<file path="src/rtl/dss_pkg.sv">
// Shared definitions for the double-buffered stream sequencer.
// Assumes: four event bits in the fixed order below; software decodes them.
package dss_pkg;
    typedef enum logic [2:0] {
        ST_IDLE  = 3'd0,
        ST_TXRD  = 3'd1,
        ST_TXOUT = 3'd2,
        ST_RXIN  = 3'd3,
        ST_RXWR  = 3'd4
    } step_e;

    localparam int NEV     = 4;
    localparam int EV_TXPU = 0;
    localparam int EV_RXPU = 1;
    localparam int EV_CNT  = 2;
    localparam int EV_STOP = 3;
endpackage

</file>
<file path="src/rtl/dss_step.sv">
// Word stepper: walks one word through memory read, hand-over to the
// engine, receive accept and memory write, skipping the steps of an
// inactive direction. Assumes go is raised only while idle.
module dss_step
    import dss_pkg::*;
#(
    parameter int DW = 32
) (
    input  logic          clk,
    input  logic          rst_n,
    input  logic          go,
    input  logic          tx_act,
    input  logic          rx_act,
    input  logic          stop_req,
    input  logic          mem_ack,
    input  logic [DW-1:0] mem_rdata,
    input  logic          tx_ready,
    input  logic          rx_valid,
    input  logic [DW-1:0] rx_data,
    output logic          mem_req,
    output logic          mem_we,
    output logic [DW-1:0] mem_wdata,
    output logic          tx_valid,
    output logic [DW-1:0] tx_data,
    output logic          rx_ready,
    output logic          busy,
    output logic          tx_adv,
    output logic          rx_adv,
    output logic          word_done,
    output logic          stop_fin
);
    step_e st, st_nx, first_st;
    logic stop_pend, stop_now;
    logic [DW-1:0] tx_hold, rx_hold;

    assign first_st = tx_act ? ST_TXRD : ST_TXOUT;
    assign stop_now = stop_pend | stop_req;
    assign busy     = (st != ST_IDLE);

    // Next step of the word sequence.
    always_comb begin
        st_nx = st;
        case (st)
            ST_IDLE:  if (go) st_nx = first_st;
            ST_TXRD:  if (mem_ack) st_nx = ST_TXOUT;
            ST_TXOUT: if (tx_ready) st_nx = rx_act ? ST_RXIN : (stop_now ? ST_IDLE : first_st);
            ST_RXIN:  if (rx_valid) st_nx = ST_RXWR;
            ST_RXWR:  if (mem_ack) st_nx = stop_now ? ST_IDLE : first_st;
            default:  st_nx = ST_IDLE;
        endcase
    end

    // Step register.
    always_ff @(posedge clk) begin
        if (!rst_n) st <= ST_IDLE;
        else        st <= st_nx;
    end

    // Remember a STOP until the current word ends.
    always_ff @(posedge clk) begin
        if (!rst_n)                 stop_pend <= 1'b0;
        else if (st_nx == ST_IDLE)  stop_pend <= 1'b0;
        else if (stop_req && busy)  stop_pend <= 1'b1;
    end

    // Hold the fetched transmit word and the accepted receive word.
    always_ff @(posedge clk) begin
        if (!rst_n) begin
            tx_hold <= '0;
            rx_hold <= '0;
        end else begin
            if (st == ST_TXRD && mem_ack)  tx_hold <= mem_rdata;
            if (st == ST_RXIN && rx_valid) rx_hold <= rx_data;
        end
    end

    assign mem_req   = (st == ST_TXRD) || (st == ST_RXWR);
    assign mem_we    = (st == ST_RXWR);
    assign mem_wdata = rx_hold;
    assign tx_valid  = (st == ST_TXOUT);
    assign tx_data   = tx_act ? tx_hold : '0;
    assign rx_ready  = (st == ST_RXIN);
    assign tx_adv    = (st == ST_TXRD) && mem_ack;
    assign rx_adv    = (st == ST_RXWR) && mem_ack;
    assign word_done = ((st == ST_TXOUT) && tx_ready && !rx_act) || rx_adv;
    assign stop_fin  = word_done && stop_now;
endmodule

</file>
<file path="src/rtl/dss_ptrs.sv">
// Working pointers and word index. Copies the pointer and count registers
// on START and at every buffer boundary; otherwise advances per word.
// Assumes cfg_count is nonzero whenever go is raised.
module dss_ptrs #(
    parameter int AW = 32,
    parameter int DW = 32,
    parameter int CW = 16
) (
    input  logic          clk,
    input  logic          rst_n,
    input  logic          go,
    input  logic [AW-1:0] cfg_tx_ptr,
    input  logic [AW-1:0] cfg_rx_ptr,
    input  logic [CW-1:0] cfg_count,
    input  logic          tx_adv,
    input  logic          rx_adv,
    input  logic          word_done,
    output logic [AW-1:0] tx_wp,
    output logic [AW-1:0] rx_wp,
    output logic          boundary
);
    localparam logic [AW-1:0] STEP_B = AW'(DW / 8);
    localparam logic [CW-1:0] ONE    = CW'(1);

    logic [CW-1:0] len, idx;

    assign boundary = word_done && (idx == len - ONE);

    // Latch on start or boundary, else step addresses and the word index.
    always_ff @(posedge clk) begin
        if (!rst_n) begin
            tx_wp <= '0;
            rx_wp <= '0;
            len   <= ONE;
            idx   <= '0;
        end else if (go || boundary) begin
            tx_wp <= cfg_tx_ptr;
            rx_wp <= cfg_rx_ptr;
            len   <= cfg_count;
            idx   <= '0;
        end else begin
            if (tx_adv)    tx_wp <= tx_wp + STEP_B;
            if (rx_adv)    rx_wp <= rx_wp + STEP_B;
            if (word_done) idx   <= idx + ONE;
        end
    end
endmodule

</file>
<file path="src/rtl/dss_events.sv">
// Sticky event bits with write-one-to-clear and the interrupt combiner.
// Assumes a set and a clear of the same bit in one cycle leave it set.
module dss_events
    import dss_pkg::*;
(
    input  logic           clk,
    input  logic           rst_n,
    input  logic [NEV-1:0] set,
    input  logic [NEV-1:0] clr,
    input  logic [NEV-1:0] inten,
    input  logic           act_tx,
    input  logic           act_rx,
    output logic [NEV-1:0] evt,
    output logic           irq
);
    logic [NEV-1:0] dir_mask;

    for (genvar k = 0; k < NEV; k++) begin : g_ev
        // One sticky flag per event.
        always_ff @(posedge clk) begin
            if (!rst_n)      evt[k] <= 1'b0;
            else if (set[k]) evt[k] <= 1'b1;
            else if (clr[k]) evt[k] <= 1'b0;
        end
    end

    // Pointer-update events count only for the latched directions.
    always_comb begin
        dir_mask          = '1;
        dir_mask[EV_TXPU] = act_tx;
        dir_mask[EV_RXPU] = act_rx;
    end

    assign irq = |(evt & inten & dir_mask);
endmodule

</file>
<file path="src/rtl/dss_stream_seq.sv">
// Top of the double-buffered stream sequencer: accepts START/STOP tasks,
// latches the direction, and joins the word stepper, pointer unit and
// event unit. Assumes one memory port shared by both directions.
module dss_stream_seq
    import dss_pkg::*;
#(
    parameter int AW = 32,
    parameter int DW = 32,
    parameter int CW = 16
) (
    input  logic           clk,
    input  logic           rst_n,
    input  logic [AW-1:0]  cfg_tx_ptr,
    input  logic [AW-1:0]  cfg_rx_ptr,
    input  logic [CW-1:0]  cfg_count,
    input  logic [1:0]     cfg_dir,
    input  logic [NEV-1:0] cfg_inten,
    input  logic           task_start,
    input  logic           task_stop,
    input  logic [NEV-1:0] evt_clr,
    output logic [NEV-1:0] evt,
    output logic           irq,
    output logic           mem_req,
    output logic           mem_we,
    output logic [AW-1:0]  mem_addr,
    output logic [DW-1:0]  mem_wdata,
    input  logic           mem_ack,
    input  logic [DW-1:0]  mem_rdata,
    output logic           tx_valid,
    input  logic           tx_ready,
    output logic [DW-1:0]  tx_data,
    input  logic           rx_valid,
    output logic           rx_ready,
    input  logic [DW-1:0]  rx_data
);
    logic [1:0]     act_dir, dir_eff;
    logic           go, busy, tx_adv, rx_adv, word_done, stop_fin, boundary;
    logic [AW-1:0]  tx_wp, rx_wp;
    logic [NEV-1:0] ev_set;

    assign go      = task_start && !busy && (cfg_dir != 2'b00) && (cfg_count != '0);
    assign dir_eff = go ? cfg_dir : act_dir;

    // Latch the direction of an accepted START.
    always_ff @(posedge clk) begin
        if (!rst_n)  act_dir <= 2'b00;
        else if (go) act_dir <= cfg_dir;
    end

    dss_step #(.DW(DW)) u_step (
        .clk(clk), .rst_n(rst_n), .go(go),
        .tx_act(dir_eff[0]), .rx_act(dir_eff[1]), .stop_req(task_stop),
        .mem_ack(mem_ack), .mem_rdata(mem_rdata),
        .tx_ready(tx_ready), .rx_valid(rx_valid), .rx_data(rx_data),
        .mem_req(mem_req), .mem_we(mem_we), .mem_wdata(mem_wdata),
        .tx_valid(tx_valid), .tx_data(tx_data), .rx_ready(rx_ready),
        .busy(busy), .tx_adv(tx_adv), .rx_adv(rx_adv),
        .word_done(word_done), .stop_fin(stop_fin)
    );

    dss_ptrs #(.AW(AW), .DW(DW), .CW(CW)) u_ptrs (
        .clk(clk), .rst_n(rst_n), .go(go),
        .cfg_tx_ptr(cfg_tx_ptr), .cfg_rx_ptr(cfg_rx_ptr), .cfg_count(cfg_count),
        .tx_adv(tx_adv), .rx_adv(rx_adv), .word_done(word_done),
        .tx_wp(tx_wp), .rx_wp(rx_wp), .boundary(boundary)
    );

    assign mem_addr = mem_we ? rx_wp : tx_wp;

    // Event sources: start and boundary re-latches, count reached, stop.
    always_comb begin
        ev_set          = '0;
        ev_set[EV_TXPU] = (go && cfg_dir[0]) || (boundary && act_dir[0]);
        ev_set[EV_RXPU] = (go && cfg_dir[1]) || (boundary && act_dir[1]);
        ev_set[EV_CNT]  = boundary;
        ev_set[EV_STOP] = stop_fin;
    end

    dss_events u_ev (
        .clk(clk), .rst_n(rst_n), .set(ev_set), .clr(evt_clr),
        .inten(cfg_inten), .act_tx(act_dir[0]), .act_rx(act_dir[1]),
        .evt(evt), .irq(irq)
    );
endmodule

</file>
<file path="config.mk">
export PLATFORM = sky130hd
export DESIGN_NAME = dss_stream_seq
export DESIGN_NICKNAME = d
export VERILOG_FILES = /design/src/rtl/dss_pkg.sv /design/src/rtl/dss_step.sv /design/src/rtl/dss_ptrs.sv /design/src/rtl/dss_events.sv /design/src/rtl/dss_stream_seq.sv
export SDC_FILE = /design/constraint.sdc
export NUM_CORES = 1
export LEC_CHECK = 0
export BUFFER_PORTS_ARGS = -buffer_cell sky130_fd_sc_hd__buf_2
export CAP_MARGIN = 20
export CORE_ASPECT_RATIO = 1.4
export CORE_MARGIN = 3
export CORE_UTILIZATION = 36
export DETAILED_ROUTE_END_ITERATION = 8
export GPL_ROUTABILITY_DRIVEN = 0
export PLACE_DENSITY_LB_ADDON = 0.12
export SETUP_SLACK_MARGIN = 0.5
export SYNTH_ARGS = -nofsm -noshare
export SYNTH_HDL_FRONTEND = slang
export SYNTH_SLANG_ARGS = --single-unit
</file>
<file path="constraint.sdc">
create_clock -name clk -period 6.2 [get_ports clk]
set_input_delay 0.31 -clock clk [delete_from_list [all_inputs] [get_ports clk]]
set_output_delay 0.31 -clock clk [all_outputs]
set_load 0.02 [all_outputs]
</file>
# [Yosys cells after proc, flatten, opt, wreduce, memory -nomap -nowiden]
# Index checks and enable logic that the tools add are counted.
[word_totals] regBits=170 inputBits=161 out_inout_bits=105 word_cells=86
[op_classes] add_sub_neg=4 eq_ne=5 mux=24 n_bitwise=4 n_reduce_logical=36
[op_table] operator="$mux W32" count=6
[op_table] operator="$add A32 B3 Y32 const B" count=2
[op_table] operator="$mux W3" count=7
[op_table] operator="$add A16 B1 Y16 const B" count=1
[op_table] operator="$eq A16 B16 Y1" count=1
[op_table] operator="$reduce_bool A16 Y1" count=1
[op_table] operator="$sub A16 B1 Y16 const B" count=1
[op_table] operator="$logic_and A1 B1 Y1" count=15
[op_table] operator="$pmux W3 S5" count=1
[op_table] operator="$reduce_bool A2 Y1" count=7
[op_table] operator="$and A4 B4 Y4" count=2
[op_table] operator="$mux W1" count=8
[op_table] operator="$eq A3 B2 Y1 const B" count=2
[op_table] operator="$logic_not A3 Y1" count=2
[op_table] operator="$logic_or A1 B1 Y1" count=5
[op_table] operator="$mux W2" count=2
[op_table] operator="$reduce_or A2 Y1" count=2
[op_table] operator="$reduce_or A4 Y1" count=1
[op_table] operator="$eq A3 B1 Y1 const B" count=1
[op_table] operator="$eq A3 B3 Y1 const B" count=1
[op_table] operator="$reduce_bool A3 Y1" count=1
[op_table] operator="$logic_not A1 Y1" count=2
[op_table] operator="$not A1 Y1" count=1
[op_table] operator="$or A1 B1 Y1" count=1

# [Longest topological paths before layout]
# Gate-level depths: netlist (run 1).
[depth] depth_word=13 depth_mapped=13

# [Cells and area by module]
# From an unflattened synthesis (run 1), not the netlist that was laid out.
[hier_totals] cells_unflattened=1118 hier_area_um2=9243.9
[modules_own_cells] mod="dss_ptrs" n_inst=1 cells_each=688 area_each_um2=5701.7
[modules_own_cells] mod="dss_step" n_inst=1 cells_each=359 area_each_um2=2803.9
[modules_own_cells] mod="dss_stream_seq" n_inst=1 cells_each=55 area_each_um2=565.5
[modules_own_cells] mod="dss_events" n_inst=1 cells_each=16 area_each_um2=172.7

# [Worst setup path after synthesis (run 1)]
# OpenSTA, ideal clock, no wires.
[synth_path] path_type="register -> register" from="reg u_ptrs.len[0]" to="reg u_ptrs.tx_wp[14]" arrival_ns=2.658 setup_slack_ns=3.467 stages_incl_launch_ff=14 path_cell_list="dfxtp_1 inv_1 ha_1 buf_2 or4b_1 nor4_4 nand3_1 a32oi_1 nand3_1 nor4b_2 buf_2 buf_4 nand2_1 a31oi_1"
[synth_between] elab_chain_len=5
[synth_rtl] item="from (decl)" line="dss_ptrs.sv:25" source="logic [CW-1:0] len, idx;"
[synth_rtl] item="from (signal assigned)" line="dss_ptrs.sv:39" source="len <= cfg_count;"
[synth_rtl] item="$sub A16 B1 Y16 *" line="dss_ptrs.sv:27" source="assign boundary = word_done && (idx == len - ONE);"
[synth_rtl] item="$eq A16 B16 Y1 *" line="dss_ptrs.sv:27"
[synth_rtl] item="$logic_and A1 B1 Y1 *" line="dss_ptrs.sv:27"
[synth_rtl] item="$logic_or A1 B1 Y1 *" line="dss_ptrs.sv:36" source="end else if (go || boundary) begin"
[synth_rtl] item="$mux W32 or $reduce_bool A2 Y1 (tied branches)"
[synth_rtl] item="to (signal assigned)" line="dss_ptrs.sv:37" source="tx_wp <= cfg_tx_ptr;"
[synth_rtl] item="to (signal assigned)" line="dss_ptrs.sv:42" source="if (tx_adv) tx_wp <= tx_wp + STEP_B;"
[synth_rtl] item="to (decl)" line="dss_ptrs.sv:18" source="output logic [AW-1:0] tx_wp,"
# Every way passes the cells marked *; elsewhere a longest branch is shown, timed or not.
# A chain may end at the register's enable or synchronous reset.

# [Worst setup path after layout (run 1)]
[layout_path] from="reg u_ptrs.len[0]" to="reg u_ptrs.rx_wp[5]"
[layout_between] elab_chain_len=5
[layout_rtl] item="$sub A16 B1 Y16 *" line="dss_ptrs.sv:27"
[layout_rtl] item="$eq A16 B16 Y1 *" line="dss_ptrs.sv:27"
[layout_rtl] item="$logic_and A1 B1 Y1 *" line="dss_ptrs.sv:27"
[layout_rtl] item="$logic_or A1 B1 Y1 *" line="dss_ptrs.sv:36"
[layout_rtl] item="$mux W32 or $reduce_bool A2 Y1 (tied branches)"
[layout_rtl] item="to (signal assigned)" line="dss_ptrs.sv:38" source="rx_wp <= cfg_rx_ptr;"
[layout_rtl] item="to (signal assigned)" line="dss_ptrs.sv:43" source="if (rx_adv) rx_wp <= rx_wp + STEP_B;"
[layout_rtl] item="to (decl)" line="dss_ptrs.sv:19" source="output logic [AW-1:0] rx_wp,"
# Marked as above.

==> impl_metrics.toml, run 1 <==
[timing]
report.final.hold_viol_count = 0
final.setup.tns_ns = 0
timing_max_transition_violations_final = 0
achievable-frequency_mhz = 265
timing_worst_slew_pin_value_ns = 1.07
final.period_utilization_pct = 61.0
finalCriticalPeriod_ns = 3.78
rsz0062_at_grt = "no"
worst_clk_skew_ns = 0.0158
slew-limit-headroom_pct = 28.7
report.final.setup_viol = 0

[yosys]
ys_warn_count = 0
library_cell_with_the_largest_summed_area_after_synthesis = "sky130_fd_sc_hd__dfxtp_1"
count_of_state_elements_after_synthesis = 170
synth_fp_nets = 1283
dominantRegCellSynth = "sky130_fd_sc_hd__dfxtp_1"
syn_area_um2 = 8910
synth_edf_count = 0
ys_top_cells_by_area = "sky130_fd_sc_hd__dfxtp_1 (38%), sky130_fd_sc_hd__nand2_1 (9.8%), sky130_fd_sc_hd__a21oi_1 (5.7%)"
synth_top_area_share_pct = 38.2
synth_seq_area_share_pct = 38.2
yosys.cell_types.count = 70
top_count_cell_post_synth = "sky130_fd_sc_hd__nand2_1"
syn_inst = 1118
syn_area_per_cell_um2 = 7.97
netlist_top_cells_count = "sky130_fd_sc_hd__nand2_1 (233), sky130_fd_sc_hd__dfxtp_1 (170), sky130_fd_sc_hd__a21oi_1 (101), sky130_fd_sc_hd__nor2_1 (82), sky130_fd_sc_hd__clkbuf_1 (53)"
async_set_or_reset_register_ratio_after_synthesis_pct = 0

[place]
dpl.hpwl_um = 20900
postPlaceCellArea_um2 = 10400
port_buffers = 265

[finish]
antenna_cells_inserted = 0
layout.nets = 1503
area_delta_synth_final_pct = 24.0
final_layout_size_suffix_gt1_share_pct = 26.9
stdcell_area_um2 = 11000
fin_util_pct = 45.7

[run_status]
status = "finished clean"

[cts]
cts_tree = "yes"
postCtsHoldBufs = 0
postCtsSetupBuffers = 0
clkSinkCount = 170
postCtsResizedCells = 0
cts_root_buffer = "sky130_fd_sc_hd__clkbuf_16"
ctsLongestPathBuffers = 2
cts_made_buffers = 17
cts.clk_slew.worst_paths_ns = 0.07
max_h_tree_level = 4
clkLatencyLatePin_ns = 0.43

[global_route]
grt_first_pass_wirelength_um = 45000
grt_antenna_before_repair = 5
grt_max_degree = 75
grt-ovfl-total = 0
grt.total_usage_pct = 21.0
via_count_of_the_first_global_routing_pass = 8484

[routing]
antenna_violating_nets_post_route = 0
drt_pre_antenna_iters = 5
route.detailed.wl_per_inst_um = 17.3
vias = 8589
viasPerCell = 5.17
drc = 0
drt_first_iter_violations = 403
drt-total-wl_um = 28700

[floorplan]
top_level_ports = 266
floorplan.initialDensity_pct = 36.9
die_width_um = 139
die_h_um = 192
placeableCoreArea_um2 = 24100
row_count = 67
die-area_um2 = 26700

[run]
timing.max_cap.violations = 0

[power_and_ir_drop]
combPwrFrac_pct = 16.0
power.net_switching_uw = 788
leakage_power_figure_nw = 4.48
switching_power_share_of_the_total_pct = 28.5
clock_power_share_pct = 39.7
power_mw = 2.77
max-vdd-ir-drop_v = 0.000187
powerDensity_nw_per_um2 = 251
seq_power_share_pct = 44.3
power_report.internal_total_mw = 1.98

[critical_path]
critPathLaunchType = "register"
worst_ep_required_time_ns = 6.53
highest_fanout_seen_on_the_critical_path = 48
type_of_the_worst_setup_path = "reg -> reg"
end_kind = "register"
critical_path_arrival_ns = 4.11

[hold_path]
min-delay-path-class = "in -> reg"
[per-stage QoR]
stage                     hold WS [ns]  setup slack (ns)  std cells
after floorplan                  0.428              3.47       1118
after global placement           0.438              2.55       1627
after detailed placement         0.442              2.43       1627
after CTS                       0.0887              2.40       1659
after global routing            0.0941              2.09       1661
final                            0.110              2.42       1661
[sequential cells by signal, summed over array words and instances, names as in the netlist]
name,flops
u_ptrs.tx_wp,32
u_step.stop_pend,1
u_ptrs.rx_wp,32
u_step.tx_hold,32
u_step.st,3
u_ptrs.idx,16
u_ptrs.len,16
u_ev.evt,4
u_step.mem_wdata,32
act_dir,2
[worst paths after layout]
path / from / endpoint / slack, ns / depth (start not counted)
setup reg to reg: u_ptrs.len[0] / u_ptrs.rx_wp[5] / 2.42 / 11
setup / recovery: u_ptrs.len[0] / u_ptrs.rx_wp[5] / 2.42 / 11
hold reg to reg: u_step.tx_hold[19] / u_step.tx_hold[19] / 0.45 / 2
hold / removal: mem_rdata[19] / u_step.tx_hold[19] / 0.11 / 3
[cells in the final DEF, fill, tap and decap left out, drive strengths merged, types with 22 or more instances in the layout]
cell	n
dfxtp	170
nand3	44
a21oi	102
clkbuf	24
buf	276
xnor2	47
xor2	39
and3	22
nand4	23
a211oi	29
mux2	33
nand2	234
nor2	82
nor2b	39
[cell type report]
type	instances	area, µm²
fillers	2523	13100
multi-input cells	859	5150
flip-flops and latches	170	3400
repair buffers	276	1450
clock buffers	24	492
well taps	310	388
clock inverters	8	108
inverters	14	55.1
[routing by layer]
metal,global-route usage (%),part of all wire [%],vias up
li1,-,-,4290
met1,25.2,43,4026
met2,36.5,50,227
met3,5.85,5.8,36
met4,6.51,1.7,10
met5,0,0.20,-
[kinds of logic after synthesis]
logic type                 synth area share [%]
and+or+nand+nor                            28.2
adders and majority gates                 0.562
xor gates and xnor gates                   8.71
buffers and inverters                      4.41
AOI/OAI and AO/OA                          15.1
DFF                                        38.2
muxes                                      4.85
[power by group through the flow]
stage	registers, mW	logic, mW	clock network [mW]
floorplan	1.22	0.307	0
global placement	1.25	0.440	0
detailed placement	1.25	0.443	0
CTS	1.23	0.446	1.13
global route	1.24	0.491	1.17
finish	1.23	0.444	1.10
[worst max-delay path: stages (launching register included)]
cell	delay, ns
sky130_fd_sc_hd__dfxtp_1	0.36
sky130_fd_sc_hd__inv_1	0.09
sky130_fd_sc_hd__ha_1	0.36
sky130_fd_sc_hd__or4b_1	0.56
sky130_fd_sc_hd__or3_1	0.38
sky130_fd_sc_hd__mux2i_1	0.17
sky130_fd_sc_hd__o22ai_1	0.11
sky130_fd_sc_hd__and2_4	0.17
sky130_fd_sc_hd__a21oi_4	0.82
sky130_fd_sc_hd__buf_12	0.33
sky130_fd_sc_hd__nor2_1	0.07
sky130_fd_sc_hd__a211oi_1	0.23
(Power assumes the default switching activity.)
==> run 2: changes to the inputs <==
==> constraint.sdc (replaced) <==
create_clock -name clk -period 3.9 [get_ports clk]
set_input_delay 0.195 -clock clk [delete_from_list [all_inputs] [get_ports clk]]
set_output_delay 0.195 -clock clk [all_outputs]
set_load 0.02 [all_outputs]
==> run 2 against run 1 <==
Against the previous run: combinational power up 72%; final cell count up 4.4%; sequential power grew 59%; critical path depth shrank 2; largest cell class unchanged; total power is 60% higher; cell area grew 6.5%; non-clock buffer count up 72; routed wire length is 2.1% higher; via count up 3.3%.
==> impl_metrics.toml, run 2 (synthesis results as in run 1) <==
[run_status]
status = "finished clean"

[cts]
cts.clk_slew.worst_paths_ns = 0.06
cts_made_buffers = 17
ctsLongestPathBuffers = 2
clkLatencyLatePin_ns = 0.43
cts_tree = "yes"
clkSinkCount = 170
max_h_tree_level = 4
cts_root_buffer = "sky130_fd_sc_hd__clkbuf_16"
postCtsSetupBuffers = 0

[floorplan]
top_level_ports = 266
placeableCoreArea_um2 = 24100
die_width_um = 139
die-area_um2 = 26700
die_h_um = 192
row_count = 67
floorplan.initialDensity_pct = 36.9

[global_route]
grt.total_usage_pct = 21.2
grt-ovfl-total = 0
groute.layer.met3.usage_pct = 5.78
gr-usage-met2_pct = 37.1
grt_first_pass_wirelength_um = 45800
grt_antenna_before_repair = 4
via_count_of_the_first_global_routing_pass = 8754
grt_max_degree = 82
grt_use_met1_pct = 25.3
busiest_layer = "met2"

[critical_path]
critical_path.top_delay_family = "buffers and inverters"
cp_num_buf_inv = 4
highest_fanout_seen_on_the_critical_path = 33
end_kind = "output port"
crit_top_cell = "sky130_fd_sc_hd__buf_2"
largest_stage_delay_on_the_critical_path_ns = 0.53
crit_chain = "dlygate4sd3_1 -> buf_2 -> nor4_1 -> nand4_1 -> o2111a_1 -> mux2i_4 -> buf_4 -> nor2b_1 -> buf_2"
type_of_the_worst_setup_path = "in -> out"
critical_path_arrival_ns = 2.94
critPathLaunchType = "primary input"
worst_ep_required_time_ns = 3.70
critPathSlowestCell = "sky130_fd_sc_hd__dlygate4sd3_1"

[power_and_ir_drop]
power_report.internal_total_mw = 3.18
power.net_switching_mw = 1.26
powerDensity_nw_per_um2 = 377
power_mw = 4.43
switching_power_share_of_the_total_pct = 28.3
seq_power_share_pct = 44.1
clock_power_share_pct = 38.7
leakage_power_figure_nw = 4.78
max-vdd-ir-drop_v = 0.000315
combPwrFrac_pct = 17.2

[timing]
rsz0062_at_grt = "no"
achievable-frequency_mhz = 318
report.final.setup_viol = 0
slew-limit-headroom_pct = 23.2
finalCriticalPeriod_ns = 3.14
final.period_utilization_pct = 80.5
final.hold.worst_slack_ns = 0.0232
report.final.hold_viol_count = 0
final.setup.tns_ns = 0
timing_worst_slew_pin_value_ns = 1.15
timing_max_transition_violations_final = 0
worst_clk_skew_ns = 0.0107

[finish]
stdcell_area_um2 = 11800
fin_cells = 1734
layout.cells.most_common = "sky130_fd_sc_hd__buf_2"
area_delta_synth_final_pct = 32.0
mostFrequentLayoutCells = "sky130_fd_sc_hd__buf_2 (265), sky130_fd_sc_hd__nand2_1 (233), sky130_fd_sc_hd__dfxtp_1 (170)"
final_layout_size_suffix_gt1_share_pct = 25.9
layout.nets = 1575

[routing]
route.detailed.wl_per_inst_um = 16.9
drt_first_iter_violations = 454
drc = 0
antenna_violating_nets_post_route = 0
viasPerCell = 5.12
vias = 8872
drt-total-wl_um = 29300
drt_pre_antenna_iters = 5

[place]
postPlaceCellArea_um2 = 10500
dpl.hpwl_um = 21000
port_buffers = 265
dp.cells = 1633

[hold_path]
min-delay-path-class = "in -> reg"

[run]
timing.max_cap.violations = 0
run 2: cell count changes in the layout (fill, tap and decap cells not counted), sizes merged:
| cell | previous run | this run |
|---|---|---|
| buf | 276 | 280 |
| clkbuf | 24 | 23 |
| clkinv | 3 | 4 |
| clkinvlp | 1 | 2 |
| diode | 0 | 1 |
| dlygate4sd3 | 0 | 68 |
| inv | 16 | 15 |
run 2: cell type report:
| cell class | count | area, µm² |
|---|---|---|
| tap | 310 | 388 |
| sequential | 170 | 3400 |
| clock inverter | 9 | 114 |
| inverter | 14 | 55.1 |
| timing repair buffer | 348 | 2160 |
| multi-input combinational | 859 | 5150 |
| clock buffer | 23 | 478 |
| fill | 2415 | 12400 |
| antenna | 1 | 2.50 |
run 2: final timing paths:
path	end	cells past startpoint	startpoint	slack, ns
hold reg to reg	u_ptrs.rx_wp[0]	2	u_ptrs.rx_wp[0]	0.45
setup / recovery	tx_data[9]	9	cfg_count[11]	0.76
setup reg to reg	u_ptrs.tx_wp[13]	11	u_ptrs.len[0]	0.79
hold / removal	u_step.tx_hold[8]	3	mem_rdata[8]	0.02
run 2: power groups by stage:
stage	Sequential, mW	Clock, mW	Combinational [mW]
floorplan	1.94	0	0.488
global placement	1.99	0	0.711
detailed placement	1.99	0	0.714
CTS	1.95	1.76	0.770
global route	1.97	1.84	0.840
finish	1.95	1.72	0.764
run 2: what timing repair did:
| item | CTS | global route |
|---|---|---|
| setup endpoints to repair | 0 | 36 |
| hold buffers | 68 | 0 |
| hold endpoints to repair | 68 | 0 |
| gates resized for setup | 0 | 1 |
run 2: worst register-to-register path, stage by stage (launching register included):
cell,delay [ns]
sky130_fd_sc_hd__dfxtp_1,0.35
sky130_fd_sc_hd__inv_1,0.09
sky130_fd_sc_hd__ha_2,0.29
sky130_fd_sc_hd__or4b_1,0.54
sky130_fd_sc_hd__nor4_4,0.29
sky130_fd_sc_hd__nand3_1,0.11
sky130_fd_sc_hd__a32oi_1,0.28
sky130_fd_sc_hd__nand3_1,0.15
sky130_fd_sc_hd__nor4b_4,0.24
sky130_fd_sc_hd__buf_4,0.33
sky130_fd_sc_hd__o22ai_1,0.14
sky130_fd_sc_hd__o21a_1,0.20
run 2: through the flow:
stage / util, % / worst slack, ns
after floorplan: - / 1.17
after global placement: 43.3 / 0.759
after detailed placement: 43.4 / 0.687
after CTS: 48.7 / 0.667
after global routing: 48.7 / 0.514
final: 48.7 / 0.760
run 2: per-layer routing:
metal / wire, µm / vias up
met1: 12200 / 4121
met3: 1780 / 43
met2: 14700 / 260
met5: 34 / -
met4: 599 / 6
li1: - / 4442
==> run 3: changes to the inputs <==
--- a/config.mk
+++ b/config.mk
@@ -5,6 +5,7 @@
 export SDC_FILE = /design/constraint.sdc
 export NUM_CORES = 1
 export LEC_CHECK = 0
+export ABC_AREA = 1
 export BUFFER_PORTS_ARGS = -buffer_cell sky130_fd_sc_hd__buf_2
 export CAP_MARGIN = 20
 export CORE_ASPECT_RATIO = 1.4
==> constraint.sdc (replaced) <==
create_clock -name clk -period 2.9 [get_ports clk]
set_input_delay 0.145 -clock clk [delete_from_list [all_inputs] [get_ports clk]]
set_output_delay 0.145 -clock clk [all_outputs]
set_load 0.02 [all_outputs]
==> run 3 against run 2 <==
Against the previous run: die area grew 10%; critical path depth grew 6; setup slack lost 0.17 ns; final cell count grew 33%; clock power grew 42%; sequential share of layout area shrank 4.3 points; highest routed layer is now met4; global-route usage grew 2.7 points; worst hold slack lost 0.012 ns; register-to-register slack lost 0.20 ns; combinational power grew 96%; clock-buffer cell count shrank 3.
==> impl_metrics.toml, run 3 <==
[timing]
report.final.hold_viol_count = 0
achievable-frequency_mhz = 433
final.period_utilization_pct = 79.6
worst_clk_skew_ns = 0.0113
final.hold.worst_slack_ns = 0.0110
postLayoutSetupSlackWorst_ns = 0.591
slew-limit-headroom_pct = 50.4
timing_worst_slew_pin_value_ns = 0.737
report.final.setup_viol = 0
finalCriticalPeriod_ns = 2.31
rsz0062_at_grt = "yes"
timing_max_transition_violations_final = 0

[yosys]
synth_compound_area_share_pct = 14.9
async_set_or_reset_register_ratio_after_synthesis_pct = 0
syn_area_um2 = 9840
synth_edf_count = 0
post_synthesis_mux_area_share_pct = 0
synth-simple-area-share_pct = 35.4
dominantRegCellSynth = "sky130_fd_sc_hd__dfxtp_1"
count_of_state_elements_after_synthesis = 170
synth-xor-area-share_pct = 4.10
library_cell_with_the_largest_summed_area_after_synthesis = "sky130_fd_sc_hd__dfxtp_1"
top_count_cell_post_synth = "sky130_fd_sc_hd__nand2_1"
synth_top_area_share_pct = 34.6
ys_top_cells_by_area = "sky130_fd_sc_hd__dfxtp_1 (35%), sky130_fd_sc_hd__nand2_1 (14%), sky130_fd_sc_hd__nor2_1 (7.7%)"
synth_seq_area_share_pct = 34.6
main_combinational_cell_family_by_area_after_synthesis = "simple AND/OR/NAND/NOR gates"
syn_area_per_cell_um2 = 6.30
netlist_top_cells_count = "sky130_fd_sc_hd__nand2_1 (370), sky130_fd_sc_hd__nor2_1 (202), sky130_fd_sc_hd__inv_1 (175), sky130_fd_sc_hd__dfxtp_1 (170), sky130_fd_sc_hd__a21oi_1 (150)"
ys_warn_count = 0
adder_and_majority_gate_portion_of_the_synthesized_area_pct = 0.509
yosys.cell_types.count = 44
syn_inst = 1562
synth_fp_nets = 1727

[cts]
cts_root_buffer = "sky130_fd_sc_hd__clkbuf_16"
cts_made_buffers = 17
max_h_tree_level = 4
cts.clk_slew.worst_paths_ns = 0.07
clkSinkCount = 170
ctsLongestPathBuffers = 2
clkLatencyLatePin_ns = 0.44
cts_tree = "yes"

[hold_path]
hold_depth = 3
hold_path_startpoint = "cfg_count[6]"
min_delay_worst_endpoint = "u_ptrs.len[6]"
min-delay-path-class = "in -> reg"

[routing]
antenna_violating_nets_post_route = 0
drc = 0
drt-total-wl_um = 37100
drt_pre_antenna_iters = 5
route.detailed.wl_per_inst_um = 16.1
viasPerCell = 4.95
vias = 11419
drt_first_iter_violations = 643

[critical_path]
crit_top_cell = "sky130_fd_sc_hd__nand2_8"
end_kind = "register"
critPathSlowestCell = "sky130_fd_sc_hd__dfxtp_4"
worst_ep_required_time_ns = 3.23
critical_path.top_delay_family = "simple AND/OR/NAND/NOR gates"
largest_stage_delay_on_the_critical_path_ns = 0.37
crit_chain = "inv_4 -> ha_4 -> or2_1 -> nand3_1 -> nand3_2 -> a21oi_2 -> nand3_4 -> nor2_8 -> nand2_8 -> nand2_8 -> buf_16 -> nor2_4 -> buf_6 -> nand2_1 -> nor2_1"
highest_fanout_seen_on_the_critical_path = 8
r2r_cells = 15
cp_num_buf_inv = 3
critical_path_arrival_ns = 2.64
critPathLaunchType = "register"
worstReg2RegStart = "u_ptrs.len[0]"
endpoint_of_the_lowest_slack_register_to_register_path = "u_ptrs.idx[15]"
type_of_the_worst_setup_path = "reg -> reg"
reg2reg_slack_ns = 0.59

[power_and_ir_drop]
leakage_power_figure_nw = 5.96
max-vdd-ir-drop_v = 0.000363
powerDensity_nw_per_um2 = 475

[floorplan]
floorplan.initialDensity_pct = 36.5
top_level_ports = 266
die-area_um2 = 29400
row_count = 71
die_width_um = 146
die_h_um = 202
placeableCoreArea_um2 = 26900

[global_route]
grt.total_usage_pct = 23.9
busiest_layer = "met2"
groute.layer.met3.usage_pct = 4.10
gr-usage-met2_pct = 43.0
via_count_of_the_first_global_routing_pass = 11134
grt-ovfl-total = 0
grt_first_pass_wirelength_um = 57000
grt_use_met1_pct = 27.0
grt_antenna_before_repair = 3
grt_max_degree = 62

[finish]
mostFrequentLayoutCells = "sky130_fd_sc_hd__nand2_1 (360), sky130_fd_sc_hd__buf_2 (266), sky130_fd_sc_hd__nor2_1 (179)"
area_delta_synth_final_pct = 40.6
layout.area.seq_um2 = 3420
n_fill_cell = 2761
final_layout_size_suffix_gt1_share_pct = 23.3
layout.cells.most_common = "sky130_fd_sc_hd__nand2_1"
area_of_the_multi_input_gates_um2 = 5690
layout.nets = 2093

[place]
dpl.hpwl_um = 25900
preCtsSetupSlack_ns = -0.0420
port_buffers = 265

[run_status]
status = "finished clean"

[run]
timing.max_cap.violations = 0
[run 3: changes by cell type after synthesis, moves of 19 or more]
cell / previous run / this run
sky130_fd_sc_hd__nor3_1: 14 / 39
sky130_fd_sc_hd__and3_1: 22 / 2
sky130_fd_sc_hd__nand2_1: 233 / 370
sky130_fd_sc_hd__o21ai_0: 7 / 93
sky130_fd_sc_hd__xnor2_1: 47 / 8
sky130_fd_sc_hd__nand3_1: 44 / 133
sky130_fd_sc_hd__mux2_2: 33 / 0
sky130_fd_sc_hd__a21oi_1: 101 / 150
sky130_fd_sc_hd__nor2b_1: 39 / 0
sky130_fd_sc_hd__a211oi_1: 19 / 0
sky130_fd_sc_hd__inv_1: 13 / 175
sky130_fd_sc_hd__nor2_1: 82 / 202
[run 3: power by group]
group | switching [mW] | leakage, nW | internal, mW
Sequential | 0.155 | 1.39 | 2.48
Combinational | 0.891 | 4.27 | 0.606
Clock | 1.03 | 0.301 | 1.41
[run 3: layer usage]
metal,routed length [µm],up-vias
met4,1880,0
met2,18700,301
li1,-,5756
met3,1660,95
met1,14800,5267
met5,0,-
[run 3: through the flow]
step	instance area (µm²)	power (mW)	util, %	cells	TNS [ns]
floorplan	9840	3.41	-	1562	0
global placement	11500	3.83	42.8	2144	0
detailed placement	11500	3.84	42.8	2144	-0.0420
CTS	13300	6.44	49.3	2282	0
global route	13800	6.88	51.4	2308	0
finish	13800	6.57	51.4	2308	0
[run 3: repair_timing]
item	in CTS	in global routing
endpoints found under the hold margin	101	0
setup endpoints to repair	96	105
gates cloned	3	7
gates resized for setup	22	89
pin swaps	2	28
hold buffers	101	0
buffers inserted	2	17
[run 3: layout make-up]
cell class                 instances  area share, %
antenna                            2         0.0362
clock buffer                      20           3.30
clock inverter                    12           1.19
inverter                         188           5.31
multi-input combinational       1133           41.1
sequential                       170           24.7
tap                              365           3.30
timing repair buffer             414           20.7
timing repair inverter             4          0.308
[run 3: worst max-delay path by stage]
stage	slack [ns]	end	start	cells after the start
floorplan	0.79	u_ptrs.rx_wp[21]	u_ptrs.len[0]	15
detailed placement	-0.04	u_ptrs.len[6]	u_ptrs.len[0]	16
global route	0.45	u_ptrs.tx_wp[6]	u_ptrs.len[0]	14
CTS	0.50	u_ptrs.tx_wp[22]	u_ptrs.len[0]	15
finish	0.59	u_ptrs.idx[15]	u_ptrs.len[0]	15
global placement	0.03	u_ptrs.len[6]	u_ptrs.len[0]	16
[run 3: worst min-delay path: stages]
cell and delay [ns]:
sky130_fd_sc_hd__buf_2 0.10, sky130_fd_sc_hd__o21ai_2 0.07, sky130_fd_sc_hd__a21oi_1 0.10
[run 3: kinds of logic after synthesis]
logic type / count (synthesis)
adder cells (fa/ha/maj): 4
buffers and inverters: 260
AND/OR/NAND/NOR: 804
AO/OA/AOI/OAI: 278
flip-flops: 170
XOR/XNOR: 46
